[src/rtl/bpsk_tx_pkg.sv]
package bpsk_tx_pkg;

    typedef enum logic {
        TX_IDLE = 1'b0,
        TX_SEND = 1'b1
    } tx_state_e;

    // Rounded phase step: f * 2^w / clk
    function automatic longint calc_inc(input longint f_hz, input longint clk_hz, input int w);
        return ((f_hz << w) + (clk_hz / 2)) / clk_hz;
    endfunction

    // Rounded clocks per bit
    function automatic longint calc_div(input longint clk_hz, input longint rate);
        return (clk_hz + rate / 2) / rate;
    endfunction

    // Integer rational sine approximation of amp*sin(pi*k/half_n), 0 <= k <= half_n/2
    function automatic longint qmag(input longint k, input longint half_n, input longint amp);
        longint prod;
        longint num;
        longint den;
        prod = k * (half_n - k);
        num  = amp * 16 * prod;
        den  = 5 * half_n * half_n - 4 * prod;
        return (num + den / 2) / den;
    endfunction

endpackage

[src/rtl/bpsk_carrier_sel.sv]
module bpsk_carrier_sel #(
    parameter int PHASE_W     = 24,
    parameter int CNT_W       = 11,
    parameter int GEN_CLK_HZ  = 10_000_000,
    parameter int UTIL_CLK_HZ = 6_553_600,
    parameter int GEN_PRI_HZ  = 132_000,
    parameter int GEN_SEC_HZ  = 115_000,
    parameter int UTIL_PRI_HZ = 86_000,
    parameter int UTIL_SEC_HZ = 75_000,
    parameter int GEN_BAUD    = 5_400,
    parameter int UTIL_BAUD   = 3_600
) (
    input  logic               band_gen,
    input  logic               use_sec,
    output logic [PHASE_W-1:0] inc,
    output logic [CNT_W-1:0]   div_m1
);
    import bpsk_tx_pkg::*;

    localparam logic [PHASE_W-1:0] INC_GP = PHASE_W'(calc_inc(GEN_PRI_HZ,  GEN_CLK_HZ,  PHASE_W));
    localparam logic [PHASE_W-1:0] INC_GS = PHASE_W'(calc_inc(GEN_SEC_HZ,  GEN_CLK_HZ,  PHASE_W));
    localparam logic [PHASE_W-1:0] INC_UP = PHASE_W'(calc_inc(UTIL_PRI_HZ, UTIL_CLK_HZ, PHASE_W));
    localparam logic [PHASE_W-1:0] INC_US = PHASE_W'(calc_inc(UTIL_SEC_HZ, UTIL_CLK_HZ, PHASE_W));
    localparam logic [CNT_W-1:0]   DM1_G  = CNT_W'(calc_div(GEN_CLK_HZ,  GEN_BAUD)  - 1);
    localparam logic [CNT_W-1:0]   DM1_U  = CNT_W'(calc_div(UTIL_CLK_HZ, UTIL_BAUD) - 1);

    always_comb begin
        unique case ({band_gen, use_sec})
            2'b11:   inc = INC_GS;
            2'b10:   inc = INC_GP;
            2'b01:   inc = INC_US;
            default: inc = INC_UP;
        endcase
        div_m1 = band_gen ? DM1_G : DM1_U;
    end

endmodule

[src/rtl/bpsk_sine_lut.sv]
module bpsk_sine_lut #(
    parameter int LUT_AW   = 8,
    parameter int SAMPLE_W = 10
) (
    input  logic                       en,
    input  logic [LUT_AW-1:0]          idx,
    input  logic                       bit_val,
    output logic signed [SAMPLE_W-1:0] sample
);
    import bpsk_tx_pkg::*;

    localparam int QN    = 1 << (LUT_AW - 2);
    localparam int HALF  = QN * 2;
    localparam int AMP   = (1 << (SAMPLE_W - 1)) - 1;
    localparam int MAG_W = SAMPLE_W - 1;

    logic [MAG_W-1:0] qtab [0:QN];

    generate
        for (genvar k = 0; k <= QN; k++) begin : g_qtab
            assign qtab[k] = MAG_W'(qmag(k, HALF, AMP));
        end
    endgenerate

    logic [1:0]                 quad;
    logic [LUT_AW-3:0]          qpos;
    logic [LUT_AW-2:0]          addr;
    logic [MAG_W-1:0]           mag;
    logic signed [SAMPLE_W-1:0] mag_s;
    logic                       negate;

    always_comb begin
        quad   = idx[LUT_AW-1:LUT_AW-2];
        qpos   = idx[LUT_AW-3:0];
        addr   = quad[0] ? ((LUT_AW-1)'(QN) - {1'b0, qpos}) : {1'b0, qpos};
        mag    = qtab[addr];
        mag_s  = $signed({1'b0, mag});
        negate = quad[1] ^ ~bit_val;
        if (!en)
            sample = '0;
        else if (negate)
            sample = -mag_s;
        else
            sample = mag_s;
    end

endmodule

[src/rtl/bpsk_bit_timer.sv]
module bpsk_bit_timer #(
    parameter int CNT_W = 11
) (
    input  logic             clk,
    input  logic             rst_n,
    input  logic             load,
    input  logic [CNT_W-1:0] load_val,
    input  logic             run,
    output logic             at_end
);
    logic [CNT_W-1:0] cnt_d, cnt_q;

    always_comb begin
        cnt_d = cnt_q;
        if (load)
            cnt_d = load_val;
        else if (run && (cnt_q != '0))
            cnt_d = cnt_q - 1'b1;
    end

    always_ff @(posedge clk) begin
        if (!rst_n)
            cnt_q <= '0;
        else
            cnt_q <= cnt_d;
    end

    assign at_end = (cnt_q == '0);

endmodule

[src/rtl/bpsk_tx_mod.sv]
module bpsk_tx_mod #(
    parameter int PHASE_W     = 24,
    parameter int LUT_AW      = 8,
    parameter int SAMPLE_W    = 10,
    parameter int GEN_CLK_HZ  = 10_000_000,
    parameter int UTIL_CLK_HZ = 6_553_600,
    parameter int GEN_PRI_HZ  = 132_000,
    parameter int GEN_SEC_HZ  = 115_000,
    parameter int UTIL_PRI_HZ = 86_000,
    parameter int UTIL_SEC_HZ = 75_000,
    parameter int GEN_BAUD    = 5_400,
    parameter int UTIL_BAUD   = 3_600
) (
    input  logic                       clk,
    input  logic                       rst_n,
    input  logic                       band_sel,
    input  logic                       carrier_blocked,
    input  logic                       bit_data,
    input  logic                       pkt_last,
    input  logic                       bit_valid,
    output logic                       bit_ready,
    output logic signed [SAMPLE_W-1:0] sample,
    output logic                       tx_active,
    output logic                       band_in_use
);
    import bpsk_tx_pkg::*;

    localparam int DIV_G   = int'(calc_div(GEN_CLK_HZ,  GEN_BAUD));
    localparam int DIV_U   = int'(calc_div(UTIL_CLK_HZ, UTIL_BAUD));
    localparam int DIV_MAX = (DIV_G > DIV_U) ? DIV_G : DIV_U;
    localparam int CNT_W   = $clog2(DIV_MAX + 1);

    typedef struct packed {
        tx_state_e           state;
        logic [PHASE_W-1:0]  acc;
        logic                data;
        logic                last;
        logic                band;
        logic                sec;
        logic                pend;
        logic [SAMPLE_W-1:0] smp;
        logic                active;
        logic                biu;
    } mod_state_t;

    mod_state_t s_d, s_q;

    logic                       busy;
    logic                       tmr_zero;
    logic                       tmr_load;
    logic                       sel_band;
    logic                       sel_sec;
    logic [PHASE_W-1:0]         inc;
    logic [CNT_W-1:0]           div_m1;
    logic signed [SAMPLE_W-1:0] lut_sample;

    assign busy     = (s_q.state == TX_SEND);
    assign sel_band = busy ? s_q.band : band_sel;
    assign sel_sec  = busy ? s_q.sec  : (carrier_blocked | s_q.pend);

    bpsk_carrier_sel #(
        .PHASE_W    (PHASE_W),
        .CNT_W      (CNT_W),
        .GEN_CLK_HZ (GEN_CLK_HZ),
        .UTIL_CLK_HZ(UTIL_CLK_HZ),
        .GEN_PRI_HZ (GEN_PRI_HZ),
        .GEN_SEC_HZ (GEN_SEC_HZ),
        .UTIL_PRI_HZ(UTIL_PRI_HZ),
        .UTIL_SEC_HZ(UTIL_SEC_HZ),
        .GEN_BAUD   (GEN_BAUD),
        .UTIL_BAUD  (UTIL_BAUD)
    ) carrier_i (
        .band_gen(sel_band),
        .use_sec (sel_sec),
        .inc     (inc),
        .div_m1  (div_m1)
    );

    bpsk_sine_lut #(
        .LUT_AW  (LUT_AW),
        .SAMPLE_W(SAMPLE_W)
    ) lut_i (
        .en     (busy),
        .idx    (s_q.acc[PHASE_W-1 -: LUT_AW]),
        .bit_val(s_q.data),
        .sample (lut_sample)
    );

    bpsk_bit_timer #(
        .CNT_W(CNT_W)
    ) timer_i (
        .clk     (clk),
        .rst_n   (rst_n),
        .load    (tmr_load),
        .load_val(div_m1),
        .run     (busy),
        .at_end  (tmr_zero)
    );

    assign bit_ready = !busy || (tmr_zero && !s_q.last);

    always_comb begin
        s_d      = s_q;
        tmr_load = 1'b0;
        s_d.pend   = s_q.pend | carrier_blocked;
        s_d.active = busy;
        s_d.biu    = busy & s_q.sec;
        s_d.smp    = lut_sample;
        unique case (s_q.state)
            TX_IDLE: begin
                if (bit_valid) begin
                    s_d.state = TX_SEND;
                    s_d.acc   = '0;
                    s_d.data  = bit_data;
                    s_d.last  = pkt_last;
                    s_d.band  = band_sel;
                    s_d.sec   = carrier_blocked | s_q.pend;
                    s_d.pend  = 1'b0;
                    tmr_load  = 1'b1;
                end
            end
            TX_SEND: begin
                s_d.acc = s_q.acc + inc;
                if (tmr_zero) begin
                    if (!s_q.last && bit_valid) begin
                        s_d.data = bit_data;
                        s_d.last = pkt_last;
                        tmr_load = 1'b1;
                    end else begin
                        s_d.state = TX_IDLE;
                    end
                end
            end
            default: s_d.state = TX_IDLE;
        endcase
    end

    always_ff @(posedge clk) begin
        if (!rst_n)
            s_q <= '0;
        else
            s_q <= s_d;
    end

    assign sample      = s_q.smp;
    assign tx_active   = s_q.active;
    assign band_in_use = s_q.biu;

endmodule

[config.mk]
export PLATFORM = sky130hd
export DESIGN_NAME = bpsk_tx_mod
export DESIGN_NICKNAME = d
export VERILOG_FILES = /design/src/rtl/bpsk_tx_pkg.sv /design/src/rtl/bpsk_carrier_sel.sv /design/src/rtl/bpsk_sine_lut.sv /design/src/rtl/bpsk_bit_timer.sv /design/src/rtl/bpsk_tx_mod.sv
export SDC_FILE = /design/constraint.sdc
export NUM_CORES = 1
export LEC_CHECK = 0
export ABC_AREA = 1
export BUFFER_PORTS_ARGS = -buffer_cell sky130_fd_sc_hd__clkbuf_2
export CORE_UTILIZATION = 50
export DETAILED_ROUTE_END_ITERATION = 7
export PLACE_DENSITY = 0.66
export SETUP_SLACK_MARGIN = 0.1
export SLEW_MARGIN = 20
export SYNTH_ARGS = -nofsm -noshare
export SYNTH_HDL_FRONTEND = slang
export SYNTH_HIERARCHICAL = 1
export SYNTH_SLANG_ARGS = --single-unit
[constraint.sdc]
create_clock -name clk -period 3.7 [get_ports clk]
set_clock_uncertainty 0.1 [all_clocks]
set_input_delay 0.37 -clock clk [delete_from_list [all_inputs] [get_ports clk]]
set_output_delay 0.37 -clock clk [all_outputs]
set_load 0.005 [all_outputs]
==> summary.txt <==
Outcome
  • Status: finished, final reports clean

Clock tree
  • TritonCTS buffer count: 5
  • Clk root buf: clkbuf_16
  • Clock Latency Late Sink: ~0.31 ns
  • Clock sinks: 53
  • TritonCTS clock tree: done
  • Cts repair resizes: 0
  • H-Tree Depth: 2
  • CTS Buffer Depth: 2
  • Clk slew on worst S/H paths: 0.07 ns
  • Hold-fix buffers at CTS: 0
  • Setup Fix Bufs, Post-CTS: 0

Logic synthesis
  • Synth Warn #: 6
  • Post-Syn Instances: about 970
  • Cell Area, Synth: 0.005763 mm^2
  • Syn avg cell area: ~5.9 um^2
  • Ranking of synthesized cells by area: nand2_1 (21%), dfxtp_1 (18%), ha_1 (9.6%)
  • Synth unique cells: 40
  • Sequential element share of the synthesized area: 0.1841
  • Cell taking the most area after synthesis: nand2_1
  • Seq cells post-synth: 53
  • Yosys top cell area share: 0.2123

Setup path
  • Crit path required time: 3.81 ns
  • Worst Path Arrival: between 3 and 4 ns
  • Critical Path End Type: flop
  • Critical path type: flop to flop
  • Crit Path Max Fanout: 12
  • R2R cell count: 24
  • Startpoint class of the critical path: flop

Timing
  • RSZ-0062 raised after global routing: false
  • Endpoints failing hold: 0
  • Least-Margin Pin Slew: 0.6228 ns
  • Period utilisation layout: 0.8818
  • Final slew viol count: 0
  • Peak Freq: just over 300 MHz
  • Rel. slew slack: 0.5847
  • Setup TNS Final: 0 ns
  • Final setup viols: 0
  • Period minus WS final: about 3.3 ns

Cells and area
  • Area Overhead vs Synth: 2.844%
  • Antenna diodes: 0
  • Most common cell after layout, fill and taps aside: nand2_1
  • Share of cells above drive strength 1: 0.1111
  • Post-Layout Inst Area: between 0.005 and 0.006 mm^2
  • Most frequent cells in the layout: nand2_1 (326), inv_1 (125), nand3_1 (90)
  • Finished Core Util: 0.5373
  • Layout net count: around 1.0k
  • Non-Filler Instances: 1112

Place
  • Post-placement cell area: 0.005783 mm^2
  • Placed Cells: between 1k and 1.5k
  • GPL Wtd Cong: 0.8907
  • # port buffers: 19
  • DPL Wire Length: between 10 and 15 mm

Routing
  • Drt wl/cell: 12.37 um
  • Remaining antenna violation count after routing: 0
  • TritonRoute pass-1 iters: 5
  • Vias per inst: between 4 and 5
  • DR vias: between 5k and 6k
  • DR iter-0 viols: a little over 400
  • DRT Wirelength: around 14 mm
  • # DRC: 0

Die
  • Initial Utilization: 0.5225
  • Die height: between 100 and 150 um
  • Die ar.: 0.01196 mm^2
  • Core area: approximately 0.011 mm^2
  • Cell Rows: 38
  • # IOs: 20
  • Die width: between 100 and 150 um

Power and ir drop
  • Power density of the placed cells: ~400 mW/mm^2
  • Max VDD drop: slightly above 0.0003 V
  • Tot Pwr: about 2.4 mW
  • Clock power share: 0.207
  • Sequential power share: 0.291
  • Combinational power share: 0.502
  • NetSw: between 1 and 1.5 mW
  • Leak: about 3.2 nW
  • Switching Fraction: 0.4482
  • Internal: between 1 and 1.5 mW

Global routing
  • Total gr overflow: 0
  • Gr usage total: 0.2481
  • Largest net degree at the start of global routing: 30
  • First-pass GRT wire length: around 23 mm
  • Vias in the first global route: 4972
  • Initial antenna violation count: 0

Flow run
  • Max_cap viols: 0

Worst hold path
  • Min-Delay Path Class: primary input to flop
  • Hold Crit Depth: 3
==> state kept, by name, indices dropped and copies added, names as in the netlist <==
signal and count:
sample 10, busy 1, band_in_use 1, timer_i/cnt_q 11
s_q 29, tx_active 1
==> synthesized netlist by cell type, drive strengths merged <==
cell    count
a211oi      1
a21o        1
a21oi      65
a32o        1
and2        1
buf        49
clkbuf      7
clkinv      2
conb        2
dfxtp      53
fa          1
ha         44
inv       139
mux2i       1
nand2     347
nand3     103
nand3b     10
nand4      10
nor2       86
nor3        5
nor3b       1
nor4        1
o21ai      30
or2         5
xnor2       1
xor2        7
==> worst max-delay path: stages (launching register included) <==
cell	delay, ns
dfxtp_1	0.39
inv_1	0.09
ha_1	0.28
nand2_1	0.06
o21ai_2	0.26
ha_1	0.37
inv_1	0.11
nand3_1	0.17
nand2_1	0.13
nand2_1	0.06
nand2_1	0.05
nand2_1	0.05
nand2_1	0.07
nand2_2	0.07
nor2_4	0.13
ha_1	0.15
inv_1	0.06
nor2_1	0.10
nand2_1	0.08
nand2_2	0.11
nand3_1	0.08
nand2_1	0.07
nor2_1	0.04
nand2_1	0.06
inv_1	0.04
==> cell families (layout without fill, tap and decap cells) <==
family                     count (synthesis)  after routing  synth area share
other                                      2             20          0.001303
AOI/OAI and AO/OA                         98             98           0.08945
xor gates and xnor gates                   8              8           0.01216
adders and majority gates                 45             45           0.09900
muxes                                      1              1          0.001737
DFF                                       53             53            0.1841
buffers and inverters                    197            178            0.1600
and+or+nand+nor                          569            569            0.4522
==> worst paths after layout <==
path | startpoint | to | slack, ns
setup reg to reg | s_q[34] | sample[8] | 0.44
setup / recovery | s_q[34] | sample[8] | 0.44
hold reg to reg | s_q[13] | band_in_use | 0.36
hold / removal | bit_data | s_q[16] | 0.21
==> metal layers <==
metal	track usage	up-vias	share of wire
met5	0	-	0
met4	0.09333	0	0.019
met3	0.02549	19	0.031
met2	0.4048	104	0.45
met1	0.3371	2417	0.50
li1	-	3002	-
==> layout make-up <==
cell class | count | area, um^2
clock inverter | 2 | 15.01
multi-input combinational | 741 | 3847
fill | 1229 | 5104
tap | 140 | 175.2
sequential | 53 | 1061
timing repair buffer | 29 | 170.2
inverter | 141 | 529.3
clock buffer | 6 | 128.9
==> stage by stage <==
stage	hold WS, ns	setup slack, ns
floorplan	0.3239	0.5593
global placement	0.3455	0.5053
detailed placement	0.3430	0.4780
CTS	0.1990	0.4599
global route	0.2390	0.1420
finish	0.2091	0.4373
==> power by group through the flow <==
stage | combinational, mW | clock, mW | sequential (mW)
CTS | 1.18 | 0.507 | 0.686
detailed placement | 1.17 | 0 | 0.699
finish | 1.18 | 0.486 | 0.685
global route | 1.36 | 0.516 | 0.695
floorplan | 0.991 | 0 | 0.689
global placement | 1.16 | 0 | 0.697
No activity file was read; power rests on OpenSTA's default activity.
